--- config.mk ---
export PLATFORM = sky130hd
export DESIGN_NAME = adc_cfg_decoder
export DESIGN_NICKNAME = d
export VERILOG_FILES = /design/src/rtl/adc_cfg_pkg.sv /design/src/rtl/adc_cfg_seq.sv /design/src/rtl/adc_cfg_chan_dec.sv /design/src/rtl/adc_cfg_mode_dec.sv /design/src/rtl/adc_cfg_decoder.sv
export SDC_FILE = /design/constraint.sdc
export NUM_CORES = 1
export LEC_CHECK = 0
export BUFFER_PORTS_ARGS = -buffer_cell sky130_fd_sc_hd__buf_4
export CORE_MARGIN = 2
export CORE_UTILIZATION = 35
export DETAILED_ROUTE_END_ITERATION = 10
export PLACE_DENSITY_LB_ADDON = 0.1
export SLEW_MARGIN = 20
export SYNTH_ARGS = -nofsm -noshare
export SYNTH_HDL_FRONTEND = slang
export SYNTH_SLANG_ARGS = --single-unit
--- constraint.sdc ---
create_clock -name clk -period 1.55 [get_ports clk]
set_input_delay 0.2325 -clock clk [delete_from_list [all_inputs] [get_ports clk]]
set_output_delay 0.2325 -clock clk [all_outputs]
set_load 0.005 [all_outputs]
--- src/rtl/adc_cfg_pkg.sv ---
package adc_cfg_pkg;

    localparam int BYTE_W = 8;
    localparam int CHAN_W = 3;
    localparam int PFX_W  = 3;

    typedef struct packed {
        logic              single;
        logic              odd;
        logic [CHAN_W-1:0] chan;
    } chan_cfg_t;

    typedef struct packed {
        logic im;
        logic fa;
        logic fb;
        logic spd;
    } mode_cfg_t;

    localparam int CHAN_CFG_W = $bits(chan_cfg_t);
    localparam int MODE_CFG_W = $bits(mode_cfg_t);

    localparam chan_cfg_t CHAN_RST = '{single: 1'b0, odd: 1'b0, chan: '0};
    localparam mode_cfg_t MODE_RST = '{im: 1'b0, fa: 1'b0, fb: 1'b0, spd: 1'b0};

    localparam logic [PFX_W-1:0] PFX_HOLD_A = 3'b000;
    localparam logic [PFX_W-1:0] PFX_HOLD_B = 3'b100;
    localparam logic [PFX_W-1:0] PFX_LOAD   = 3'b101;

    typedef enum logic [1:0] {
        SLOT_FIRST  = 2'd0,
        SLOT_SECOND = 2'd1,
        SLOT_FULL   = 2'd2
    } slot_e;

endpackage

--- src/rtl/adc_cfg_seq.sv ---
module adc_cfg_seq
    import adc_cfg_pkg::*;
(
    input  logic clk,
    input  logic rst_n,
    input  logic byte_valid,
    input  logic txn_start,
    input  logic txn_stop,
    input  logic conv_start,
    input  logic conv_done,
    output logic take_first,
    output logic take_second,
    output logic busy,
    output logic frame_full
);

    typedef struct packed {
        slot_e slot;
        logic  busy;
    } seq_state_t;

    seq_state_t st_d, st_q;
    logic       accept;

    assign accept = byte_valid && !st_q.busy;

    always_comb begin
        st_d = st_q;
        if (conv_start) begin
            st_d.busy = 1'b1;
        end else if (conv_done) begin
            st_d.busy = 1'b0;
        end
        if (txn_start || txn_stop) begin
            st_d.slot = SLOT_FIRST;
        end else if (accept) begin
            case (st_q.slot)
                SLOT_FIRST:  st_d.slot = SLOT_SECOND;
                SLOT_SECOND: st_d.slot = SLOT_FULL;
                default:     st_d.slot = SLOT_FULL;
            endcase
        end
    end

    always_ff @(posedge clk or negedge rst_n) begin
        if (!rst_n) begin
            st_q <= '{slot: SLOT_FIRST, busy: 1'b1};
        end else begin
            st_q <= st_d;
        end
    end

    assign take_first  = accept && (st_q.slot == SLOT_FIRST);
    assign take_second = accept && (st_q.slot == SLOT_SECOND);
    assign busy        = st_q.busy;
    assign frame_full  = st_q.slot == SLOT_FULL;

    AST_REWIND_NO_SECOND: assert property (@(posedge clk) disable iff (!rst_n)
        (txn_start || txn_stop) |=> !take_second);
    AST_BUSY_AFTER_START: assert property (@(posedge clk) disable iff (!rst_n)
        conv_start |=> !(take_first || take_second));

endmodule

--- src/rtl/adc_cfg_chan_dec.sv ---
module adc_cfg_chan_dec
    import adc_cfg_pkg::*;
#(
    parameter int DATA_W = BYTE_W
) (
    input  logic              clk,
    input  logic              rst_n,
    input  logic [DATA_W-1:0] byte_data,
    input  logic              take_first,
    output chan_cfg_t         pend_chan,
    output logic              bad_prefix
);

    localparam int PFX_MSB = DATA_W - 1;

    typedef struct packed {
        chan_cfg_t chan;
        logic      bad;
    } chan_state_t;

    chan_state_t       st_d, st_q;
    logic [PFX_W-1:0]  prefix;
    chan_cfg_t         payload;

    assign prefix  = byte_data[PFX_MSB -: PFX_W];
    assign payload = chan_cfg_t'(byte_data[CHAN_CFG_W-1:0]);

    always_comb begin
        st_d     = st_q;
        st_d.bad = 1'b0;
        if (take_first) begin
            case (prefix)
                PFX_LOAD:               st_d.chan = payload;
                PFX_HOLD_A, PFX_HOLD_B: st_d.chan = st_q.chan;
                default:                st_d.bad  = 1'b1;
            endcase
        end
    end

    always_ff @(posedge clk or negedge rst_n) begin
        if (!rst_n) begin
            st_q <= '{chan: CHAN_RST, bad: 1'b0};
        end else begin
            st_q <= st_d;
        end
    end

    assign pend_chan  = st_q.chan;
    assign bad_prefix = st_q.bad;

    AST_FLAG_ONE_CYCLE: assert property (@(posedge clk) disable iff (!rst_n)
        bad_prefix |=> !bad_prefix);
    AST_FLAG_KEEPS_CHAN: assert property (@(posedge clk) disable iff (!rst_n)
        bad_prefix |-> $stable(pend_chan));
    AST_HOLD_PREFIX: assert property (@(posedge clk) disable iff (!rst_n)
        (take_first && (prefix != PFX_LOAD)) |=> $stable(pend_chan));

endmodule

--- src/rtl/adc_cfg_mode_dec.sv ---
module adc_cfg_mode_dec
    import adc_cfg_pkg::*;
#(
    parameter int DATA_W = BYTE_W
) (
    input  logic              clk,
    input  logic              rst_n,
    input  logic [DATA_W-1:0] byte_data,
    input  logic              take_second,
    output mode_cfg_t         pend_mode
);

    localparam int EN_BIT    = DATA_W - 1;
    localparam int FIELD_MSB = DATA_W - 2;
    localparam int SPARE_W   = DATA_W - 1 - MODE_CFG_W;

    mode_cfg_t         mode_d, mode_q;
    logic              enable;
    logic [SPARE_W-1:0] unused_spare;

    assign enable       = byte_data[EN_BIT];
    assign unused_spare = byte_data[SPARE_W-1:0];

    always_comb begin
        mode_d = mode_q;
        if (take_second && enable) begin
            mode_d = mode_cfg_t'(byte_data[FIELD_MSB -: MODE_CFG_W]);
        end
    end

    always_ff @(posedge clk or negedge rst_n) begin
        if (!rst_n) begin
            mode_q <= MODE_RST;
        end else begin
            mode_q <= mode_d;
        end
    end

    assign pend_mode = mode_q;

    AST_EN2_LOW_KEEPS: assert property (@(posedge clk) disable iff (!rst_n)
        (take_second && !enable) |=> $stable(pend_mode));

endmodule

--- src/rtl/adc_cfg_decoder.sv ---
module adc_cfg_decoder
    import adc_cfg_pkg::*;
(
    input  logic              clk,
    input  logic              rst_n,
    input  logic [BYTE_W-1:0] byte_data,
    input  logic              byte_valid,
    input  logic              txn_start,
    input  logic              txn_stop,
    input  logic              conv_start,
    input  logic              conv_done,
    output logic              act_single,
    output logic              act_odd,
    output logic [CHAN_W-1:0] act_chan,
    output logic              act_im,
    output logic              act_fa,
    output logic              act_fb,
    output logic              act_spd,
    output logic              bad_prefix
);

    typedef struct packed {
        chan_cfg_t chan;
        mode_cfg_t mode;
    } act_state_t;

    logic       take_first, take_second, busy, frame_full;
    chan_cfg_t  pend_chan;
    mode_cfg_t  pend_mode;
    act_state_t act_d, act_q;

    adc_cfg_seq u_seq (
        .clk         (clk),
        .rst_n       (rst_n),
        .byte_valid  (byte_valid),
        .txn_start   (txn_start),
        .txn_stop    (txn_stop),
        .conv_start  (conv_start),
        .conv_done   (conv_done),
        .take_first  (take_first),
        .take_second (take_second),
        .busy        (busy),
        .frame_full  (frame_full)
    );

    adc_cfg_chan_dec #(.DATA_W(BYTE_W)) u_chan (
        .clk        (clk),
        .rst_n      (rst_n),
        .byte_data  (byte_data),
        .take_first (take_first),
        .pend_chan  (pend_chan),
        .bad_prefix (bad_prefix)
    );

    adc_cfg_mode_dec #(.DATA_W(BYTE_W)) u_mode (
        .clk         (clk),
        .rst_n       (rst_n),
        .byte_data   (byte_data),
        .take_second (take_second),
        .pend_mode   (pend_mode)
    );

    always_comb begin
        act_d = act_q;
        if (conv_start) begin
            act_d.chan = pend_chan;
            act_d.mode = pend_mode;
        end
    end

    always_ff @(posedge clk or negedge rst_n) begin
        if (!rst_n) begin
            act_q <= '{chan: CHAN_RST, mode: MODE_RST};
        end else begin
            act_q <= act_d;
        end
    end

    assign act_single = act_q.chan.single;
    assign act_odd    = act_q.chan.odd;
    assign act_chan   = act_q.chan.chan;
    assign act_im     = act_q.mode.im;
    assign act_fa     = act_q.mode.fa;
    assign act_fb     = act_q.mode.fb;
    assign act_spd    = act_q.mode.spd;

    AST_ACTIVE_ON_START_ONLY: assert property (@(posedge clk) disable iff (!rst_n)
        !conv_start |=> $stable(act_q));
    AST_BUSY_FREEZES_PENDING: assert property (@(posedge clk) disable iff (!rst_n)
        busy |=> ($stable(pend_chan) && $stable(pend_mode)));
    AST_FULL_FRAME_IGNORED: assert property (@(posedge clk) disable iff (!rst_n)
        (frame_full && byte_valid) |=> ($stable(pend_chan) && $stable(pend_mode)));

endmodule

==> results of run 1 <==
==> area by class of cell <==
class | count | area [um2]
fill | 213 | 1040
sequential | 22 | 552
multi-input combinational | 29 | 307
timing repair buffer | 32 | 255
tap | 28 | 35.0
clock inverter | 1 | 30.0
clock buffer | 3 | 22.5
inverter | 4 | 15.0
==> through the flow <==
stage | cells | setup slack, ns | TNS [ns]
after floorplan | 56 | -0.0910 | -0.455
after global placement | 111 | -0.146 | -0.724
after CTS | 117 | -0.184 | -0.849
after global routing | 119 | -0.197 | -0.978
after detailed placement | 111 | -0.169 | -0.827
final | 119 | -0.157 | -0.695
==> routing by layer <==
metal | routed length (um) | vias up | track usage [%]
met5 | 0 | - | 0
met4 | 12 | 0 | 4.70
met3 | 103 | 2 | 6.21
met1 | 697 | 271 | 15.7
li1 | - | 270 | -
met2 | 786 | 17 | 22.6
==> worst max-delay path by stage <==
| stage | startpoint | end | cells past startpoint |
|---|---|---|---|
| floorplan | u_seq.busy$_DFFE_PN1P_ | u_chan.pend_chan[0]$_DFFE_PN0P_ | 3 |
| global placement | u_seq.st_q[2]$_DFFE_PN0P_ | u_chan.pend_chan[1]$_DFFE_PN0P_ | 3 |
| detailed placement | u_seq.st_q[2]$_DFFE_PN0P_ | u_chan.pend_chan[0]$_DFFE_PN0P_ | 3 |
| CTS | u_seq.st_q[2]$_DFFE_PN0P_ | u_chan.pend_chan[1]$_DFFE_PN0P_ | 4 |
| global route | u_seq.st_q[2]$_DFFE_PN0P_ | u_chan.pend_chan[1]$_DFFE_PN0P_ | 4 |
| finish | u_seq.st_q[2]$_DFFE_PN0P_ | u_chan.pend_chan[1]$_DFFE_PN0P_ | 4 |
==> sequential cells by signal, indices dropped and copies added (netlist names) <==
signal             flops
act_chan               3
u_chan.pend_chan       5
u_chan.bad_prefix      1
act_odd                1
act_fb                 1
act_spd                1
u_mode.pend_mode       4
u_seq.busy             1
act_im                 1
u_seq.st_q             2
act_fa                 1
act_single             1
==> power by group <==
part	internal [W]	total (W)	switching, W
Combinational	0.000176	0.000256	0.0000793
Clock	0.000261	0.000430	0.000169
Sequential	0.000669	0.000717	0.0000488
Total	0.00111	0.00140	0.000297
==> logic make-up after synthesis <==
| kind of cell | Yosys count | share of synthesized area [%] |
|---|---|---|
| AOI/OAI and AO/OA | 5 | 3.94 |
| buffers and inverters | 5 | 2.19 |
| DFF | 22 | 64.4 |
| muxes | 18 | 23.6 |
| and+or+nand+nor | 6 | 5.84 |
==> cell usage in the layout (no fill, tap or decap) <==
cell	synthesis	final
dfstp_2	1	1
mux2_2	18	14
nand3b_1	1	1
dfrtp_1	21	21
a211oi_1	2	2
mux2_4	0	4
nor3_2	0	1
a21oi_1	1	1
nor3_4	1	1
buf_12	0	1
clkbuf_4	0	3
or4b_4	1	1
a21o_2	1	1
nand2_1	1	1
nor2_1	1	1
o21ai_0	1	1
dlygate4sd3_1	0	1
buf_4	0	30
inv_1	4	4
bufinv_16	0	1
==> what timing repair did <==
item | 4_1_cts | 5_1_grt
buffers inserted | 1 | 2
endpoints found under the setup margin | 8 | 8
gates cloned | 0 | 0
endpoints found under the hold margin | 21 | 0
gates resized for setup | 4 | 1
pin swaps | 1 | 2
hold buffers | 1 | 0
==> results.json, run 1 <==
{
  "status": "finished with violations",
  "violations": "negative setup slack",
  "slew_headroom_pct": 81.8,
  "grt_overflow": 0,
  "ys_warn_count": 0,
  "ir_drop_v": 0.000834,
  "grt_max_degree": 23,
  "syn_inst": 56,
  "gp_congestion": 0.733,
  "cp_slowest_cell": "or4b_4",
  "total_power_w": 0.00140,
  "setup_slack_ns": -0.157,
  "power_per_cell_area_nw_per_um2": 1150,
  "arrival_ns": 1.91,
  "syn-num-nets": 71,
  "fin_area_um2": 1220,
  "drc": 0,
  "max_stage_delay_ns": 0.54,
  "vias": 560,
  "post-dp-hpwl_um": 1150,
  "fin_crit_sh_pct": 110,
  "worstSetupPathType": "reg -> reg",
  "fin_nets": 107,
  "antennaDiodeCount": 0,
  "synth_most_common_cell": "dfrtp_1",
  "rr_endpoint": "u_chan.pend_chan[1]$_DFFE_PN0P_",
  "min_path_type": "in -> reg",
  "antenna_found_initial": 0,
  "period_minus_slack_ns": 1.71,
  "drv_slew": 0,
  "rsz0062_at_grt": "yes",
  "drtIter0Drc": 1,
  "final_antenna_net_count": 0,
  "cts.htree.levels": 1,
  "rr_startpoint": "u_seq.st_q[2]$_DFFE_PN0P_",
  "std_cell_rows": 17,
  "yosysTopAreaCellShare_pct": 61.3,
  "worstHoldEndpoint": "u_seq.st_q[2]$_DFFE_PN0P_",
  "die_w_um": 53.5,
  "grt_first_pass_wirelength_um": 2700,
  "placed_cell_area_um2": 1100,
  "cts_root_buf": "clkbuf_4",
  "syn_to_final_growth_pct": 41.9,
  "rr_worst_depth": 4,
  "wl_per_cell_um": 13.5,
  "min_from": "txn_stop",
  "start_util_pct": 38.0,
  "io_pins": 25,
  "clock.fmax_mhz": 586,
  "syn_area_per_cell_um2": 15.3,
  "end_kind": "register",
  "portBuffers": 24,
  "clockBufferDepth": 2,
  "hold_depth": 2,
  "crit_family": "simple AND/OR/NAND/NOR gates",
  "firstDrtPassIters": 2,
  "startpoint_type": "register",
  "setup_viol": 5,
  "fin_util_pct": 53.9,
  "max-cap-violations": 0,
  "cp.required_ns": 1.76,
  "drt_wl_total_um": 1600,
  "drive_gt1_share_pct": 63.7,
  "synth_edf_count": 0,
  "clock_skew_ns": 0.00776,
  "netlist-cell-type-count": 15,
  "synth.area.top_cells": "dfrtp_1 61%, mux2_2 24%, dfstp_2 3.1%",
  "clkSlewWorstSetupHoldPaths_ns": 0.12,
  "worstSkewPairLatency_ns": 0.30,
  "crit_chain": "or4b_4 -> nor3_4 -> buf_12 -> mux2_2",
  "hold_viol": 0,
  "tritoncts": "yes",
  "path_buf_inv": 1,
  "grt_pass1_vias": 604,
  "track_usage_pct": 13.8,
  "worstPathMaxFanout": 5,
  "numCtsBuffers": 3,
  "leakage_nw": 0.611,
  "via_per_inst": 4.71,
  "worst_slew_pin_slew_ns": 0.273,
  "r2r_slack_ns": -0.16,
  "yosys.area.top_type": "dfrtp_1",
  "async_flop_share_pct": 100,
  "holdWs_ns": 0.0700,
  "synth_ff_type": "dfrtp_1",
  "synth-seq-cells": 22,
  "core_um2": 2250,
  "synth-seq-area-share_pct": 64.4,
  "netlist_top_cells_count": "21 x dfrtp_1, 18 x mux2_2, 4 x inv_1",
  "die_area_um2": 2860,
  "clock-sinks": 22,
  "syn_area_um2": 857,
  "die_h_um": 53.5
}
Power figures use the tool's default switching activity.
==> run 2: changes to the inputs <==
ABC_AREA = 1   (was unset)
==> run 2 against run 1 <==
Against the previous run: the run now ends clean; sequential power fell by 3.5%; non-clock buffer count fell by 7; clock power is 37% lower; core utilization is 6.8 points lower; largest cell class unchanged.
==> results.json, run 2 <==
{
  "portBuffers": 24,
  "drive_gt1_share_pct": 29.5,
  "largest_reg_flops": 5,
  "rr_worst_depth": 6,
  "syn_area_per_cell_um2": 9.19,
  "worstPathMaxFanout": 2,
  "use_met3_pct": 2.11,
  "final_common_cell": "nand2_1",
  "synth.area.top_cells": "dfrtp_1 57%, nand2_1 19%, nor2_8 4.3%",
  "numCtsBuffers": 3,
  "synth_edf_count": 0,
  "fin_crit_sh_pct": 70.3,
  "clock-sinks": 22,
  "drt_wl_total_um": 1690,
  "syn-num-nets": 116,
  "holdWs_ns": 0.0840,
  "synth_most_common_cell": "nand2_1",
  "wl_per_cell_um": 10.6,
  "final_antenna_net_count": 0,
  "rr_startpoint": "u_seq.st_q[1]$_DFFE_PN0P_",
  "die_area_um2": 3080,
  "antenna_found_initial": 0,
  "period_minus_slack_ns": 1.09,
  "cp.depth": 1,
  "start_util_pct": 37.1,
  "critPathLaunch": "act_chan[2]$_DFFE_PN0P_",
  "crit_family": "flip-flops",
  "worstSkewPairLatency_ns": 0.30,
  "slew_headroom_pct": 81.3,
  "clockBufferDepth": 2,
  "clock.fmax_mhz": 918,
  "vias": 719,
  "met1_usage_pct": 17.4,
  "fin_util_pct": 47.1,
  "startpoint_type": "register",
  "min_from": "conv_done",
  "post-dp-hpwl_um": 1250,
  "io_pins": 25,
  "cp_slowest_cell": "dfrtp_1",
  "r2r_slack_ns": 0.54,
  "async_flop_share_pct": 100,
  "end_kind": "output pin",
  "syn_inst": 101,
  "holdBufCountCts": 1,
  "cts_resized": 0,
  "track_usage_pct": 12.4,
  "busiest_layer": "met2",
  "ys_warn_count": 0,
  "post_cts_buffers": 0,
  "setup_slack_ns": 0.461,
  "drtIter0Drc": 5,
  "path_buf_inv": 1,
  "yosysTopAreaCellShare_pct": 56.6,
  "gr-usage-met2_pct": 19.0,
  "timing.critical_path.to": "act_chan[2]",
  "yosys.area.top_type": "dfrtp_1",
  "placed_cell_area_um2": 1140,
  "power_per_cell_area_nw_per_um2": 996,
  "max_stage_delay_ns": 0.41,
  "grt_overflow": 0,
  "firstDrtPassIters": 4,
  "clock_skew_ns": 0.00756,
  "grt_first_pass_wirelength_um": 3020,
  "syn_to_final_growth_pct": 26.8,
  "crit_chain": "buf_4",
  "rr_endpoint": "u_chan.pend_chan[1]$_DFFE_PN0P_",
  "die_h_um": 55.5,
  "fin_area_um2": 1180,
  "cp.required_ns": 1.32,
  "tritoncts": "yes",
  "std_cell_rows": 18,
  "finalSetupTns_ns": 0,
  "ir_drop_v": 0.000584,
  "fin_nets": 145,
  "via_per_inst": 4.52,
  "cts_root_buf": "clkbuf_4",
  "drc": 0,
  "cts.htree.levels": 1,
  "mostFrequentLayoutCells": "48 x nand2_1, 24 x buf_4, 21 x dfrtp_1, 6 x nand3_1, 4 x o21ai_1",
  "grt_max_degree": 23,
  "drv_slew": 0,
  "antennaDiodeCount": 0,
  "rsz0062_at_grt": "no",
  "pre_cts_ws_ns": 0.557,
  "leakage_nw": 0.661,
  "die_w_um": 55.5,
  "max-cap-violations": 0,
  "netlist-cell-type-count": 17,
  "synth-seq-area-share_pct": 59.4,
  "min_path_type": "in -> reg",
  "gp_congestion": 0.737,
  "synth-seq-cells": 22,
  "syn_area_um2": 928,
  "synth_ff_type": "dfrtp_1",
  "netlist_top_cells_count": "48 x nand2_1, 21 x dfrtp_1, 6 x nand3_1",
  "hold_viol": 0,
  "arrival_ns": 0.86,
  "grt_pass1_vias": 681,
  "worstSetupPathType": "reg -> out",
  "core_um2": 2500,
  "clkSlewWorstSetupHoldPaths_ns": 0.13,
  "status": "completed",
  "setup_viol": 0,
  "worst_slew_pin_slew_ns": 0.281
}
run 2: cell count changes after synthesis, moves of 3 or more:
cell / previous run / this run
inv_2: 0 / 3
nand2_1: 1 / 48
o21ai_1: 0 / 4
mux2_2: 18 / 0
nand3_1: 0 / 6
run 2: cells by family (layout without fill, tap and decap cells):
group | count (synthesis) | after routing | share of synthesized area, %
simple gates | 64 | 64 | 33.3
flops | 22 | 22 | 59.4
buf+inv | 7 | 35 | 2.96
compound gates | 8 | 8 | 4.31
run 2: metal layers:
layer  routed length [um]  vias to the layer above
met5                    0                        -
met4                   16                        0
met3                   78                        4
met2                  776                       20
met1                  820                      324
li1                     -                      371
run 2: power breakdown:
part | switching (W) | internal (W) | total (W)
registers | 0.0000393 | 0.000653 | 0.000692
clock network | 0.000172 | 0.000100 | 0.000273
logic | 0.0000993 | 0.000109 | 0.000208
total | 0.000311 | 0.000861 | 0.00117
run 2: cell type report:
type / instances / area (um2)
clock buffer: 4 / 26.3
fill: 251 / 1320
inverter: 6 / 22.5
multi-input combinational: 72 / 349
sequential: 22 / 552
tap: 30 / 37.5
timing repair buffer: 25 / 190
run 2: worst min-delay path by stage:
stage	to	slack, ns	cells after the start
finish	u_seq.busy$_DFFE_PN1P_	0.08	2
global route	u_seq.busy$_DFFE_PN1P_	0.10	2
CTS	u_seq.busy$_DFFE_PN1P_	0.09	2
detailed placement	act_im$_DFFE_PN0P_	0.14	1
global placement	act_im$_DFFE_PN0P_	0.14	1
floorplan	act_chan[0]$_DFFE_PN0P_	-0.06	0
run 2: stage by stage:
step                total power (W)  std cells
floorplan                  0.000795        101
global placement           0.000911        154
detailed placement         0.000915        154
CTS                         0.00118        159
global route                0.00124        159
finish                      0.00117        159
==> run 3: changes to the inputs <==
ABC_AREA = 0   (was 1)
clock period = 1.1 ns   (was 1.55 ns; I/O delays follow)
==> run 3 against run 2 <==
Against the previous run: the run now ends with negative setup slack left; worst setup slack worse by 1.1 ns; count of clock-buffer cells in the layout stayed put; clock skew is 0.0065 ns lower; via count is 19% lower; largest power group unchanged.
==> results.json, run 3 (synthesis results as in run 1) <==
{
  "cp.required_ns": 1.31,
  "tritoncts": "yes",
  "p_seq_share_pct": 54.7,
  "placed_cell_area_um2": 1100,
  "pre_cts_ws_ns": -0.618,
  "cp_slowest_cell": "or4b_4",
  "worstSetupPathType": "reg -> reg",
  "worstPathMaxFanout": 5,
  "mostFrequentLayoutCells": "30 x buf_4, 21 x dfrtp_1, 9 x mux2_2, 9 x mux2_4, 4 x inv_1",
  "largest_reg_flops": 5,
  "total_power_w": 0.00185,
  "std_cell_rows": 17,
  "intPower_w": 0.00142,
  "min_path_type": "in -> reg",
  "regArea_um2": 552,
  "firstDrtPassIters": 3,
  "p_sw_w": 0.000428,
  "drtIter0Drc": 9,
  "max_stage_delay_ns": 0.56,
  "clockBufferDepth": 2,
  "grt_pass1_vias": 559,
  "worst_slew_pin_slew_ns": 0.282,
  "antennaDiodeCount": 0,
  "final_common_cell": "buf_4",
  "syn_to_final_growth_pct": 47.6,
  "vias": 583,
  "drc": 0,
  "drv_slew": 0,
  "clock-sinks": 22,
  "holdWs_ns": 0.0773,
  "fin_area_um2": 1260,
  "die_w_um": 53.5,
  "setup_slack_ns": -0.590,
  "die_h_um": 53.5,
  "gp_congestion": 0.736,
  "clkSlewWorstSetupHoldPaths_ns": 0.12,
  "nFillCells": 200,
  "slew_headroom_pct": 81.2,
  "drt_wl_total_um": 1670,
  "max-cap-violations": 0,
  "setup_viol": 11,
  "grt_max_degree": 23,
  "track_usage_pct": 13.5,
  "fin_nets": 111,
  "power_frac_clock_pct": 24.0,
  "antenna_found_initial": 0,
  "core_um2": 2250,
  "start_util_pct": 38.0,
  "fin_crit_sh_pct": 154,
  "clock.fmax_mhz": 592,
  "period_minus_slack_ns": 1.69,
  "leakage_nw": 0.634,
  "power_per_cell_area_nw_per_um2": 1460,
  "violations": "negative setup slack",
  "hold_viol": 0,
  "power_frac_comb_pct": 21.3,
  "clock_skew_ns": 0.00101,
  "portBuffers": 24,
  "rsz0062_at_grt": "yes",
  "swShare_pct": 23.1,
  "multiInputGateArea_um2": 338,
  "wl_per_cell_um": 13.6,
  "numCtsBuffers": 3,
  "grt_overflow": 0,
  "final_antenna_net_count": 0,
  "worstSkewPairLatency_ns": 0.31,
  "startpoint_type": "register",
  "die_area_um2": 2860,
  "ir_drop_v": 0.00100,
  "cts_root_buf": "clkbuf_4",
  "finalSetupTns_ns": -4.65,
  "via_per_inst": 4.74,
  "grt_first_pass_wirelength_um": 2590,
  "end_kind": "register",
  "drive_gt1_share_pct": 66.3,
  "status": "finished with violations",
  "cts.htree.levels": 1,
  "arrival_ns": 1.90,
  "crit_chain": "or4b_4 -> nor3_4 -> buf_6 -> mux2_4",
  "io_pins": 25
}
[run 3: cell types whose count changed in the layout (fill, tap and decap cells not counted), sizes merged, moves of 4 or more]
cell | previous run | this run
nand2 | 51 | 1
mux2 | 0 | 18
buf | 24 | 33
nand3 | 7 | 0
nor2 | 5 | 1
o21ai | 5 | 1
[run 3: repair_timing]
action,in CTS,in global routing
endpoints found under the setup margin,11,12
gates resized for setup,10,6
buffers inserted,3,2
hold buffers,3,0
hold endpoints to repair,24,0
gates cloned,0,0
pin swaps,2,2
[run 3: final timing paths]
kind,start,endpoint,slack (ns),cells after the start
min,byte_data[0],u_chan.pend_chan[0]$_DFFE_PN0P_,0.08,2
min in group asynchronous,rst_n,u_seq.st_q[1]$_DFFE_PN0P_,0.26,2
max reg2reg,u_seq.st_q[2]$_DFFE_PN0P_,u_chan.pend_chan[3]$_DFFE_PN0P_,-0.59,4
min reg2reg,act_chan[1]$_DFFE_PN0P_,act_chan[1]$_DFFE_PN0P_,0.52,1
max,u_seq.st_q[2]$_DFFE_PN0P_,u_chan.pend_chan[3]$_DFFE_PN0P_,-0.59,4
max in group asynchronous,rst_n,u_seq.busy$_DFFE_PN1P_,0.56,2
[run 3: area by class of cell]
class | instances | area share, %
Sequential cell | 22 | 43.6
Tap cell | 28 | 2.77
Timing Repair Buffer | 36 | 22.8
Inverter | 4 | 1.19
Multi-Input combinational cell | 29 | 26.7
Clock buffer | 4 | 2.87
[run 3: metrics by stage]
step | std cells | util [%]
2_1_floorplan | 56 | -
3_3_place_gp | 111 | 48.7
3_5_place_dp | 111 | 48.7
4_1_cts | 121 | 54.4
5_1_grt | 123 | 56.1
6_report | 123 | 56.1
[run 3: routing by layer]
metal	track usage, %	part of all wire (%)	vias to the layer above
met5	0	0	-
met4	6.41	1.6	0
met3	5.08	6.2	5
met2	20.2	47	16
met1	17.0	45	283
li1	-	-	279
[run 3: power groups by stage]
stage | Combinational, W | Sequential [W] | Clock (W)
6_report | 0.000393 | 0.00101 | 0.000444
2_1_floorplan | 0.000139 | 0.00102 | 0
3_3_place_gp | 0.000332 | 0.00102 | 0
5_1_grt | 0.000430 | 0.00103 | 0.000493
3_5_place_dp | 0.000338 | 0.00103 | 0
4_1_cts | 0.000375 | 0.00101 | 0.000461
[run 3: worst max-delay path: cells and delay by family, from the launching register on]
| kind | cells | cell delay [ns] |
|---|---|---|
| multiplexers | 1 | 0.30 |
| flip-flops | 1 | 0.40 |
| buffers and inverters | 1 | 0.15 |
| AND/OR/NAND/NOR | 2 | 0.74 |
